**config.mk**
```make
export PLATFORM = sky130hd
export DESIGN_NAME = core_run_ctrl
export DESIGN_NICKNAME = d
export VERILOG_FILES = /design/src/rtl/crc_pkg.sv /design/src/rtl/crc_sys_decode.sv /design/src/rtl/crc_spawn_arb.sv /design/src/rtl/crc_serialize.sv /design/src/rtl/core_run_ctrl.sv
export SDC_FILE = /design/constraint.sdc
export NUM_CORES = 1
export LEC_CHECK = 0
export BUFFER_PORTS_ARGS = -buffer_cell sky130_fd_sc_hd__buf_2
export CAP_MARGIN = 0
export CORE_AREA = 2 2 300 302
export CTS_BUF_LIST = sky130_fd_sc_hd__clkbuf_8
export DETAILED_ROUTE_END_ITERATION = 8
export DIE_AREA = 0 0 302 304
export SYNTH_ARGS = -nofsm -noshare
export SYNTH_HDL_FRONTEND = slang
export SYNTH_SLANG_ARGS = --single-unit
```
**constraint.sdc**
```tcl
create_clock -name clk -period 5.98 [get_ports clk]
set_input_delay 1.196 -clock clk [delete_from_list [all_inputs] [get_ports clk]]
set_output_delay 1.196 -clock clk [all_outputs]
set_load 0.1 [all_outputs]
```
**src/rtl/crc_pkg.sv**
```systemverilog
// Shared definitions for the run-state controller.
// Assumes immediates of at most 32 bits and a core count below the halt code.
package crc_pkg;
    localparam int IMM_W_DEF  = 24;
    localparam int HALT_CODE  = 10;
    localparam int PRINT_CODE = 11;

    typedef enum logic [1:0] {
        SC_NONE,
        SC_SPAWN,
        SC_HALT,
        SC_PRINT
    } sc_kind_e;
endpackage

```
**src/rtl/crc_sys_decode.sv**
```systemverilog
// Classifies one core's writeback system call.
// Assumes: a call from a core that is not running is discarded here.
module crc_sys_decode
    import crc_pkg::*;
#(
    parameter int NCORES = 4,
    parameter int IMM_W  = IMM_W_DEF,
    localparam int CW    = (NCORES > 1) ? $clog2(NCORES) : 1
) (
    input  logic             valid,
    input  logic             live,
    input  logic [IMM_W-1:0] imm,
    output sc_kind_e         kind,
    output logic [CW-1:0]    target
);
    // Map the immediate onto an action; unknown codes become no-ops.
    always_comb begin
        kind   = SC_NONE;
        target = imm[CW-1:0];
        if (valid && live) begin
            if (imm == IMM_W'(HALT_CODE))
                kind = SC_HALT;
            else if (imm == IMM_W'(PRINT_CODE))
                kind = SC_PRINT;
            else if (imm != '0 && imm < IMM_W'(NCORES))
                kind = SC_SPAWN;
        end
    end
endmodule

```
**src/rtl/crc_spawn_arb.sv**
```systemverilog
// Resolves start requests for each target core.
// The lowest-numbered caller wins. Requests aimed at a running core,
// or that lose arbitration, are refused.
module crc_spawn_arb #(
    parameter int NCORES = 4,
    localparam int CW    = (NCORES > 1) ? $clog2(NCORES) : 1
) (
    input  logic [NCORES-1:0]         spawn_req,
    input  logic [NCORES-1:0][CW-1:0] target,
    input  logic [NCORES-1:0]         run,
    output logic [NCORES-1:0]         grant,
    output logic [NCORES-1:0]         err,
    output logic [NCORES-1:0]         start,
    output logic [NCORES-1:0][CW-1:0] start_src
);
    // Scan callers in ascending order for every target.
    always_comb begin
        grant     = '0;
        err       = '0;
        start     = '0;
        start_src = '0;
        for (int t = 0; t < NCORES; t++) begin
            for (int c = 0; c < NCORES; c++) begin
                if (spawn_req[c] && target[c] == CW'(t)) begin
                    if (!run[t] && !start[t]) begin
                        start[t]     = 1'b1;
                        start_src[t] = CW'(c);
                        grant[c]     = 1'b1;
                    end else begin
                        err[c] = 1'b1;
                    end
                end
            end
        end
    end
endmodule

```
**src/rtl/crc_serialize.sv**
```systemverilog
// Decode-stage hold that lets a system call occupy its pipeline alone.
// Assumes the pipeline reports occupancy of its later stages.
module crc_serialize #(
    parameter int NCORES = 4
) (
    input  logic [NCORES-1:0] dec_sys,
    input  logic [NCORES-1:0] back_busy,
    input  logic [NCORES-1:0] back_sys,
    output logic [NCORES-1:0] dec_stall
);
    for (genvar g = 0; g < NCORES; g++) begin : g_core
        // Hold decode while a call waits for the drain or while a call is ahead.
        assign dec_stall[g] = (dec_sys[g] & back_busy[g]) | back_sys[g];
    end
endmodule

```
**src/rtl/core_run_ctrl.sv**
```systemverilog
// Run-state controller for NCORES cores.
// It acts on writeback system calls in the cycle they are presented and
// updates the run flags at the following edge.
// Assumes: a core whose run flag is 0 presents no real writeback call.
module core_run_ctrl
    import crc_pkg::*;
#(
    parameter int NCORES = 4,
    parameter int IMM_W  = IMM_W_DEF,
    parameter int PC_W   = 32,
    parameter int DW     = 32,
    localparam int CW    = (NCORES > 1) ? $clog2(NCORES) : 1
) (
    input  logic                           clk,
    input  logic                           rst_n,
    input  logic [NCORES-1:0]              wb_sys_valid,
    input  logic [NCORES-1:0][IMM_W-1:0]   wb_sys_imm,
    input  logic [NCORES-1:0][PC_W-1:0]    wb_sys_pc,
    input  logic [NCORES-1:0][DW-1:0]      wb_sys_r1,
    input  logic [NCORES-1:0]              dec_sys,
    input  logic [NCORES-1:0]              back_busy,
    input  logic [NCORES-1:0]              back_sys,
    output logic [NCORES-1:0]              run,
    output logic                           all_halted,
    output logic [NCORES-1:0]              pc_load_en,
    output logic [NCORES-1:0][PC_W-1:0]    pc_load_val,
    output logic [NCORES-1:0]              r1_we,
    output logic [NCORES-1:0][DW-1:0]      r1_wdata,
    output logic [NCORES-1:0]              print_en,
    output logic [NCORES-1:0][DW-1:0]      print_data,
    output logic [NCORES-1:0]              spawn_err,
    output logic [NCORES-1:0]              dec_stall
);
    logic [NCORES-1:0]         run_q;
    sc_kind_e                  kind [NCORES];
    logic [NCORES-1:0][CW-1:0] tgt;
    logic [NCORES-1:0]         spawn_req;
    logic [NCORES-1:0]         halt_req;
    logic [NCORES-1:0]         grant;
    logic [NCORES-1:0]         start;
    logic [NCORES-1:0][CW-1:0] src;

    for (genvar g = 0; g < NCORES; g++) begin : g_core
        crc_sys_decode #(.NCORES(NCORES), .IMM_W(IMM_W)) u_dec (
            .valid (wb_sys_valid[g]),
            .live  (run_q[g]),
            .imm   (wb_sys_imm[g]),
            .kind  (kind[g]),
            .target(tgt[g])
        );
        assign spawn_req[g]   = (kind[g] == SC_SPAWN);
        assign halt_req[g]    = (kind[g] == SC_HALT);
        assign print_en[g]    = (kind[g] == SC_PRINT);
        assign print_data[g]  = wb_sys_r1[g];
        assign pc_load_en[g]  = start[g];
        assign pc_load_val[g] = wb_sys_pc[src[g]] + PC_W'(4);
        assign r1_we[g]       = grant[g] | start[g];
        assign r1_wdata[g]    = start[g] ? DW'(1) : '0;
    end

    crc_spawn_arb #(.NCORES(NCORES)) u_arb (
        .spawn_req(spawn_req),
        .target   (tgt),
        .run      (run_q),
        .grant    (grant),
        .err      (spawn_err),
        .start    (start),
        .start_src(src)
    );

    crc_serialize #(.NCORES(NCORES)) u_ser (
        .dec_sys  (dec_sys),
        .back_busy(back_busy),
        .back_sys (back_sys),
        .dec_stall(dec_stall)
    );

    // Run flags: core 0 boots, starts set a flag, halts clear it.
    always_ff @(posedge clk) begin
        if (!rst_n)
            run_q <= NCORES'(1);
        else
            run_q <= (run_q | start) & ~halt_req;
    end

    assign run        = run_q;
    assign all_halted = ~|run_q;
endmodule

```
Word-level counts from Yosys, hierarchy flattened
Cells that the tools add are included.
{"block": "word_totals", "out_inout_bits": 409, "regBits": 4}
{"block": "op_classes", "bitwise": 15, "reduce_logical": 62, "n_eq_ne": 32, "add_sub_neg": 4, "muxes": 146, "magnitude_cmp": 8}
{"operator": "32-bit binary-select mux with 2-bit select", "n": 4}
{"operator": "24-bit by 4-bit == test with 1-bit output (second input constant)", "n": 8}
{"operator": "32-bit by 3-bit adder with 32-bit output (second input constant)", "n": 4}
{"operator": "32-bit two-way mux", "n": 4}
{"operator": "1-bit two-way mux", "n": 106}
{"operator": "24-bit by 3-bit < comparator with 1-bit output (second input constant)", "n": 4}
{"operator": "24-bit nonzero test", "n": 4}
{"operator": "2-bit two-way mux", "n": 32}
{"operator": "1-bit logical AND", "n": 36}
{"operator": "2-bit == test (second input constant)", "n": 16}
{"operator": "1-bit logical NOT", "n": 17}
{"operator": "2-bit by 1-bit == test with 1-bit output (second input constant)", "n": 8}
{"operator": "2-bit by 3-bit < comparator with 1-bit output (second input constant)", "n": 4}
{"operator": "2-bit logical NOT", "n": 4}
{"operator": "1-bit bitwise OR", "n": 8}
{"operator": "1-bit bitwise AND", "n": 4}
{"operator": "4-bit bitwise AND", "n": 1}
{"operator": "4-bit NOT", "n": 1}
{"operator": "4-bit bitwise OR", "n": 1}
{"operator": "4-bit OR reduction", "n": 1}

Logic depth before layout (Yosys ltp)
Gate-level depths: netlist of run 1.
{"block": "depth", "depth_word": 28, "ltp_mapped": 17, "depth_no_buf": 14}

Hierarchy
A second synthesis of run 1 with hierarchy kept.
{"block": "unflattened", "hier_cells": 931, "area_unflattened_um2": 8851.0}
{"mod": "core_run_ctrl", "area_each_um2": 7810.0, "cells_each": 784, "instances": 1}
{"mod": "crc_spawn_arb", "area_each_um2": 530.5, "cells_each": 83, "instances": 1}
{"mod": "crc_sys_decode", "area_each_um2": 120.1, "cells_each": 15, "instances": 4}
{"mod": "crc_serialize", "area_each_um2": 30.0, "cells_each": 4, "instances": 1}

Worst setup path before layout of run 1
Ideal clock, no wire load.
{"block": "synth_path", "path_type": "input -> output", "start": "in wb_sys_imm[5] in the netlist's numbering", "end": "out spawn_err[3]", "slack_ps": -2614, "t_arrival_ps": 7398, "path_stages": 6, "n_path_buf": 1, "cell_sequence": "nor4_1 > nand4_1 > o41ai_2 > clkbuf_1 > o31ai_1 > a2111oi_0"}
{"block": "synth_via", "elab_chain_len": 27}
{"item": "from (decl)", "line_no": "core_run_ctrl.sv:17", "text": "input logic [NCORES-1:0][IMM_W-1:0] wb_sys_imm,"}
{"item": "24-bit by 3-bit < comparator with 1-bit output / 24-bit nonzero test (equally long branches)", "line_no": "crc_sys_decode.sv:25", "text": "else if (imm != '0 && imm < IMM_W'(NCORES))"}
{"item": "1-bit logical AND", "line_no": "crc_sys_decode.sv:25"}
{"item": "1-bit two-way mux", "line_no": "crc_sys_decode.sv:25"}
{"item": "2-bit two-way mux", "line_no": "crc_sys_decode.sv:23", "text": "else if (imm == IMM_W'(PRINT_CODE))"}
{"item": "2-bit two-way mux *", "line_no": "crc_sys_decode.sv:21", "text": "if (imm == IMM_W'(HALT_CODE))"}
{"item": "2-bit two-way mux *", "line_no": "crc_sys_decode.sv:20", "text": "if (valid && live) begin"}
{"item": "2-bit by 1-bit == test with 1-bit output *", "line_no": "core_run_ctrl.sv:51", "text": "assign spawn_req[g] = (kind[g] == SC_SPAWN);"}
{"item": "1-bit logical AND", "line_no": "crc_spawn_arb.sv:24", "text": "if (spawn_req[c] && target[c] == CW'(t)) begin"}
{"item": "(+11 left out)"}
{"item": "1-bit two-way mux", "line_no": "crc_spawn_arb.sv:25", "text": "if (!run[t] && !start[t]) begin"}
{"item": "1-bit two-way mux", "line_no": "crc_spawn_arb.sv:24"}
{"item": "1-bit two-way mux", "line_no": "crc_spawn_arb.sv:25"}
{"item": "1-bit two-way mux", "line_no": "crc_spawn_arb.sv:24"}
{"item": "1-bit two-way mux", "line_no": "crc_spawn_arb.sv:25"}
{"item": "1-bit two-way mux", "line_no": "crc_spawn_arb.sv:24"}
{"item": "1-bit two-way mux", "line_no": "crc_spawn_arb.sv:25"}
{"item": "1-bit two-way mux *", "line_no": "crc_spawn_arb.sv:24"}
{"item": "to (decl)", "line_no": "core_run_ctrl.sv:31", "text": "output logic [NCORES-1:0] spawn_err,"}
Every way passes the cells marked *; elsewhere a longest branch is shown, timed or not.

==> results of run 1 <==
## how the worst max path moves through the flow
stage | startpoint | to | slack, ns | cells after the start
global placement | wb_sys_imm[66] | pc_load_val[122] | -0.22 | 17
global route | wb_sys_imm[17] | pc_load_val[122] | -0.08 | 17
detailed placement | wb_sys_imm[44] | pc_load_val[59] | -0.24 | 14
CTS | wb_sys_imm[93] | pc_load_val[63] | 0.008 | 15
floorplan | wb_sys_imm[82] | pc_load_val[58] | -0.47 | 15
finish | wb_sys_imm[84] | pc_load_val[58] | 0.12 | 16
## cell type report
cell class              count  share of cell area (%)
flip-flops and latches      4                   0.531
inverters                  25                   0.623
clock buffers               3                   0.274
diodes                     15                   0.249
repair buffers            647                    37.8
multi-input cells        1034                    50.7
well taps                1176                    9.77
## power by group through the flow
stage | Sequential [mW] | Combinational [mW] | Clock (mW)
3_3_place_gp | 0.0272 | 1.40 | 0
5_1_grt | 0.0268 | 1.45 | 0.0615
3_5_place_dp | 0.0272 | 1.40 | 0
6_report | 0.0269 | 1.41 | 0.0572
4_1_cts | 0.0269 | 1.40 | 0.0583
2_1_floorplan | 0.0272 | 1.39 | 0
## metrics by stage
| stage | TNS [ns] | power, mW |
|---|---|---|
| finish | 0 | 1.50 |
| global placement | -2.31 | 1.43 |
| global route | -0.305 | 1.54 |
| detailed placement | -1.96 | 1.43 |
| floorplan | -2.13 | 1.42 |
| CTS | 0 | 1.49 |
## cells in the mapped netlist (25+ instances only)
cell type,instances
o21ai_0,53
nand4_1,32
buf_4,262
xnor2_1,74
nor3_1,35
nor2_1,81
a21oi_1,53
nand3_1,59
o22ai_1,25
clkbuf_1,47
nand2_1,134
inv_1,25
xor2_1,43
## worst reg2reg max path: stages (launching register included)
cell and delay [ns]:
dfxtp_1 0.38, nor4bb_2 0.24, nand4_1 0.16, buf_6 0.18, o41a_1 0.45, buf_4 0.30, nand3_1 0.24, o211a_1 0.19
## kinds of logic after synthesis
logic type,Yosys count
other,1
XOR/XNOR,117
buffers and inverters,350
multiplexers,25
adder cells (fa/ha/maj),4
flip-flops,4
AO/OA/AOI/OAI,256
AND/OR/NAND/NOR,506
## timing repair
| action | 4_1_cts | 5_1_grt |
|---|---|---|
| resized for setup | 7 | 61 |
| endpoints found under the setup margin | 25 | 46 |
| buffers inserted | 1 | 7 |
| pin swaps | 3 | 20 |
| hold buffers | 0 | 0 |
## routing by layer
layer	global-route usage, %	routed length, um	vias to the layer above
met5	0.159	412	-
met4	3.67	2350	60
met3	9.70	12200	165
met2	25.1	33900	868
met1	19.6	30400	5454
li1	-	-	5063
==> metrics, run 1 <==
Port Buffers between 300 and 400; hold path depth 2; max FFs per register 4; top post-synthesis cells by area buf_4, xnor2_1, nand2_1, xor2_1, nor2_1; Post-layout nets about 2100; Post-synth EDFFs 0; sw frac between 70 and 80%; core region area around 90000 um2; storage element area between 80 and 90 um2; TritonCTS buffer count 3; Post-Synth Adder-Cell Area less than 1%; worst reg2reg path startpoint run[0]$_SDFF_PN1_; share of total power in combinational logic 94.4%; Register-to-Register Path Depth 7; largest net degree at the start of global routing 26; commonest non-fill, non-tap cell in the layout buf_2; Crit Reg-Reg Endpoint run[2]$_SDFF_PN0_; status finished clean; multi-input logic area 7640 um2; crit path kind input pin to output port; DR vias 11600; Worst Path Arrival 4.66 ns; Layout area overhead 80.3%; H-Tree Level Count 1; die area roughly 92000 um2; Synth Area in Compound Gates about a fifth; DR WL/cell about 27 um; Placed Area between 10000 and 15000 um2; Sw Pwr about 1.1 mW; Worst-Skew Late Latency about 0.22 ns; Cells after Synth 1263; Post-Synth Simple-Gate Area about a third; initial antenna violation count between 50 and 60; Final Cycle Share 97.9%; Max Root-Sink Buffers 2; measured slew at the worst slew-check pin ~0.75 ns; pre-CTS setup slack -0.236 ns; Clock transition at path regs approximately 0.03 ns; Pwr Density ~99 nW/um2; Crit. End Element output port; most frequent cells in the layout buf_2, buf_4, nand2_1, conb_1, buf_12; max-cap violation count 0; Finished Cell Area 15100 um2; worst setup margin about 0.12 ns; Non-Filler Instances between 2000 and 3000; CTS sink count 4; hold path start run[0]$_SDFF_PN1_; average cell area after synthesis between 6 and 7 um2; Yosys reg bits 4; vias in the first global route 10900; Total GRT Usage 16.4%; global-route wire length before repair about 100000 um; share of cells above drive strength 1 48.9%; final core utilization ~17%; area leader, netlist buf_4; Cell Chain, Critical Path buf_2 > or4_4 > nor4_4 > buf_4 > o211ai_4 > or3_1 > a21oi_2 > ha_2 > o21a_4 > nand3b_4 > nor4_4 > buf_12 > nand2_1 > xor2_1 > o21ai_2 > buf_12; CTS tree done; crit-path max FO 7; Die Span Y around 300 um; Yosys top cell area share a little under a quarter; Via-to-Cell Ratio ~4.0; Iteration-0 DRC Markers roughly 1100; Critical Path Slowest Stage Cell or4_4; CTS root buffer clkbuf_8; worst rel slew slack 48.7%; 1st-pass router iterations 6; mux contribution to synthesized area around 3.0%; worst min path class register to register; Cell Area, Synth about 8400 um2; delay-heaviest family, CP simple AND/OR/NAND/NOR gates; Max stage delay on crit path 0.54 ns; internal power roughly 0.42 mW; Boundary Pins 779; share of power burned in the clock network under 10%; GRT overflow 0; main combinational cell family by area after synthesis simple AND/OR/NAND/NOR gates; Placed Cells between 2000 and 3000; unrepaired setup endpoints after global routing yes; maximum vdd drop around 0.000062 V; final worst path period need about 5.9 ns; drc violations 0; XOR/XNOR Fraction of Synth Area 12.3%; clk_skew roughly 0.0011 ns; hold endpoint run[0]$_SDFF_PN1_; final hold violation count 0; drt total wl about 80000 um; Main synth FF type dfxtp_1; Die X 302 um; Highest Clock Rate between 150 and 200 MHz; Sequential Power Share under 10%; slack of the worst reg-to-reg path 3.79 ns; Filler cells ~10000; Synth cell types between 80 and 90; Final ANT Viol Nets 0; GPL Wtd Cong around 0.95; Leakage ~6.4 nW; Starting Density a little under a tenth; Synth Warn # 0; crit start category input pin; post-detail-place hpwl 71800 um; crit path buf inv count 4; # setup viols final 0; post-synthesis sequential area ratio less than 1%; worst hold slack about 0.52 ns; Async S/R FF share, synth 0%; standard-cell rows 110; fin. max-slew vios 0; Critical Path RT approximately 4.8 ns
(Power assumes the default switching activity.)
==> run 2: changes to the inputs <==
- BUFFER_PORTS_ARGS: -buffer_cell sky130_fd_sc_hd__buf_2 -> unset
- CORE_AREA: 2 2 300 302 -> 2 2 306 308
- DIE_AREA: 0 0 302 304 -> 0 0 308 310
- DONT_BUFFER_PORTS: unset -> 1
==> metrics, run 2 (synthesis gave the netlist of run 1 again) <==
vias in the first global route between 9000 and 10000; Port Buffers 0; TritonCTS buffer count 3; GRT met3 Usage 13.3%; Clock transition at path regs 0.04 ns; Highest Clock Rate 171 MHz; Max Root-Sink Buffers 2; fin. max-slew vios 0; final hold violation count 0; status finished clean; Worst Path Arrival about 4.6 ns; met2 global-route usage about 24%; GRT overflow 0; Crit. End Element output port; H-Tree Level Count 1; standard-cell rows about 110; initial antenna violation count 12; Pwr Density approximately 94 nW/um2; sw frac a little under three quarters; Final ANT Viol Nets 0; Via-to-Cell Ratio ~4.0; crit-path max FO 7; share of cells above drive strength 1 between 40% and 50%; most frequent cells in the layout buf_4, nand2_1, conb_1, buf_12, nor2_1; unrepaired setup endpoints after global routing yes; worst setup margin 0.143 ns; internal power approximately 0.38 mW; drc violations 0; global-route met1 utilization between 15 and 20%; CTS root buffer clkbuf_8; Layout area overhead 69.3%; DR vias 10500; final worst path period need 5.84 ns; Sw Pwr between 0.9 and 1 mW; clk_skew roughly 0.0058 ns; worst min path class register to register; multi-input logic area around 8100 um2; maximum vdd drop about 0.000057 V; Leakage 5.39 nW; measured slew at the worst slew-check pin about 1 ns; Worst-Skew Late Latency ~0.22 ns; commonest non-fill, non-tap cell in the layout buf_4; post-detail-place hpwl between 70000 and 80000 um; Total GRT Usage 15.8%; hold buffers post-CTS 0; Register-to-Register Path Depth 10; share of power burned in the clock network 4.3%; Sequential Power Share ~2.0%; Filler cells approximately 11000; Die X ~310 um; storage element area 81.3 um2; worst rel slew slack about 32%; Most Crowded Layer GR met2; CTS sink count 4; 1st-pass router iterations 6; hold path depth 3; Starting Density under 10%; max FFs per register 4; die area between 90000 and 100000 um2; # setup viols final 0; Post-layout nets between 1500 and 2000; core region area between 90000 and 100000 um2; Boundary Pins 779; crit path kind input pin to output port; pre-CTS setup slack -0.0208 ns; DR WL/cell 30.1 um; global-route wire length before repair roughly 100000 um; Die Span Y ~310 um; largest net degree at the start of global routing 28; GPL Wtd Cong 0.952; drt total wl 79700 um; worst hold slack a little under 0.8 ns; Iteration-0 DRC Markers between 1000 and 1500; share of total power in combinational logic between 90% and 100%; Final Cycle Share between 90 and 100%; Power Total roughly 1.3 mW; CTS tree done; Critical Path RT 4.78 ns; max-cap violation count 0; crit start category input pin
run 2: cell count changes in the layout (fill, tap and decap cells not counted), sizes merged:
| cell | change |
|---|---|
| buf | -279 |
| diode | -1 |
run 2: final cells by class:
type | count | share of cell area (%)
sequential | 4 | 0.575
inverter | 25 | 0.663
antenna | 14 | 0.248
multi-input combinational | 1034 | 57.0
clock buffer | 3 | 0.292
tap | 1197 | 10.6
timing repair buffer | 368 | 30.7
run 2: per-stage QoR:
step	setup TNS, ns	cell area (um2)	cells	util, %
finish	0	14200	2645	15.3
global route	-0.0625	14100	2631	15.3
CTS	0	13900	2629	15.1
detailed placement	-0.0434	13900	2626	15.0
global placement	0	13900	2626	15.0
floorplan	-2.13	9770	1388	-
run 2: power groups by stage:
stage          sequential (mW)  clock [mW]  combinational, mW
2_1_floorplan           0.0272           0               1.39
3_3_place_gp            0.0272           0               1.25
3_5_place_dp            0.0272           0               1.25
4_1_cts                 0.0269      0.0594               1.26
5_1_grt                 0.0268      0.0619               1.29
6_report                0.0269      0.0577               1.25
run 2: final timing paths:
path	startpoint	endpoint	slack (ns)
worst min-delay path	run[0]$_SDFF_PN1_	run[0]$_SDFF_PN1_	0.78
worst max-delay path	wb_sys_imm[82]	pc_load_val[63]	0.14
worst min register to register	run[0]$_SDFF_PN1_	run[0]$_SDFF_PN1_	0.78
worst max register to register	run[1]$_SDFF_PN0_	run[2]$_SDFF_PN0_	3.77
run 2: what timing repair did:
action                     4_1_cts  5_1_grt
pin swaps                        1        7
setup endpoints to repair       10       36
gates resized for setup          2       33
setup buffers                    0        2
run 2: critical path: stages:
cell	delay, ns
or4_4	0.55
nor4_4	0.33
buf_4	0.20
a22oi_2	0.16
o21ai_1	0.17
o211ai_1	0.13
or3b_1	0.46
or4_4	0.48
nor2_2	0.18
buf_12	0.14
nand3b_1	0.18
xor2_4	0.24
buf_12	0.21
run 2: layer usage:
layer	vias to the layer above	share of wire, %	wire (um)
li1	4483	-	-
met1	5043	34	27100
met2	882	43	34000
met3	109	21	16700
met4	10	2.3	1830
met5	-	0.098	78
==> run 3: changes to the inputs <==
- CTS_BUF_LIST: sky130_fd_sc_hd__clkbuf_8 -> sky130_fd_sc_hd__clkbuf_8 sky130_fd_sc_hd__clkbuf_16
==> metrics, run 3 (synthesis gave the netlist of run 1 again) <==
status finished clean; Port Buffers 0; share of cells above drive strength 1 a little over two fifths; crit start category input pin; vias in the first global route roughly 9800; worst min path class register to register; max-cap violation count 0; worst setup margin roughly 0.16 ns; Leakage about 5.4 nW; Layout area overhead 69.7%; Post-Route Setup TNS 0 ns; maximum vdd drop 0.0000568 V; GPL Wtd Cong between 0.9 and 1; worst hold slack between 0.7 and 0.8 ns; final hold violation count 0; final worst path period need 5.82 ns; most frequent cells in the layout buf_4, nand2_1, conb_1, buf_12, nor2_1; post-detail-place hpwl between 70000 and 80000 um; hold buffers post-CTS 0; GRT overflow 0; H-Tree Level Count 1; Placed Area 13900 um2; Max Root-Sink Buffers 2; Sequential Power Share 1.9%; Via-to-Cell Ratio between 3 and 4; Worst Path Arrival 4.63 ns; share of total power in combinational logic approximately nine tenths; CTS sink count 4; Pwr Density about 100 nW/um2; Worst-Skew Late Latency 0.23 ns; TritonCTS buffer count 3; Die X just over 300 um; # setup viols final 0; Total GRT Usage about 16%; Finished Cell Area approximately 14000 um2; final core utilization 15.3%; Post-layout nets 1810; drt total wl between 70000 and 80000 um; pre-CTS setup slack -0.0208 ns; drc violations 0; standard-cell rows 112; Final Cycle Share 97.4%; Final ANT Viol Nets 0; crit-path max FO 4; measured slew at the worst slew-check pin roughly 0.99 ns; CTS root buffer clkbuf_16; max FFs per register 4; sw frac ~69%; Clock transition at path regs 0.03 ns; Register-to-Register Path Depth 10; share of power burned in the clock network 7.6%; clk_skew roughly 0.004 ns; DR WL/cell between 30 and 40 um; core region area about 92000 um2; Placed Cells between 2000 and 3000; Die Span Y 310 um; Crit. End Element output port; Critical Path RT 4.78 ns; Sw Pwr 0.958 mW; die area approximately 95000 um2; largest net degree at the start of global routing 28; initial antenna violation count 12; Starting Density under 10%; unrepaired setup endpoints after global routing yes; DR vias 10400; Iteration-0 DRC Markers around 1100; Non-Filler Instances 2642; Highest Clock Rate 172 MHz; commonest non-fill, non-tap cell in the layout buf_4; hold path depth 3; Boundary Pins between 700 and 800; internal power roughly 0.42 mW; crit path kind input pin to output port; global-route wire length before repair 100000 um; worst rel slew slack 32.1%; 1st-pass router iterations 8; CTS tree done; fin. max-slew vios 0; Power Total ~1.4 mW
-- run 3: cell types whose count changed in the layout (fill, tap and decap cells not counted) --
cell,change
diode_2,-3
clkbuf_16,+3
clkbuf_8,-3
-- run 3: power groups by stage --
stage	sequential (mW)	clock, mW	combinational [mW]
floorplan	0.0272	0	1.39
global placement	0.0272	0	1.25
detailed placement	0.0272	0	1.25
CTS	0.0269	0.108	1.26
global route	0.0268	0.111	1.29
finish	0.0269	0.106	1.25
-- run 3: worst paths after layout --
| check | startpoint | to | slack (ns) |
|---|---|---|---|
| setup / recovery | wb_sys_imm[84] | pc_load_val[63] | 0.16 |
| hold / removal | run[0]$_SDFF_PN1_ | run[0]$_SDFF_PN1_ | 0.78 |
| setup reg to reg | run[1]$_SDFF_PN0_ | run[2]$_SDFF_PN0_ | 3.76 |
| hold reg to reg | run[0]$_SDFF_PN1_ | run[0]$_SDFF_PN1_ | 0.78 |
-- run 3: layout make-up --
cell class	instances	area, um2
well taps	1197	1500
flip-flops and latches	4	81.3
clock buffers	3	75.1
repair buffers	368	4340
fillers	10600	78300
diodes	11	27.5
inverters	25	93.8
multi-input cells	1034	8060
-- run 3: repair_timing --
item,4_1_cts,5_1_grt
endpoints found under the setup margin,10,36
cloned,0,0
resized for setup,2,33
hold endpoints to repair,0,0
setup buffers,0,2
pin swaps,1,7
-- run 3: layer usage --
metal	track usage [%]	vias up	part of all wire, %
met5	0	-	0.11
met2	24.0	892	43
met3	13.3	96	21
li1	-	4481	-
met1	16.8	4911	34
met4	2.93	12	2.2
-- run 3: critical path, cell delays in order --
cell	delay, ns
nor4_2	0.32
buf_4	0.21
nand4_2	0.16
or3_4	0.46
or3_4	0.41
o211ai_2	0.21
nand3_4	0.13
or4_4	0.57
nor2_2	0.18
buf_12	0.14
nand3b_1	0.18
xor2_4	0.24
buf_12	0.21
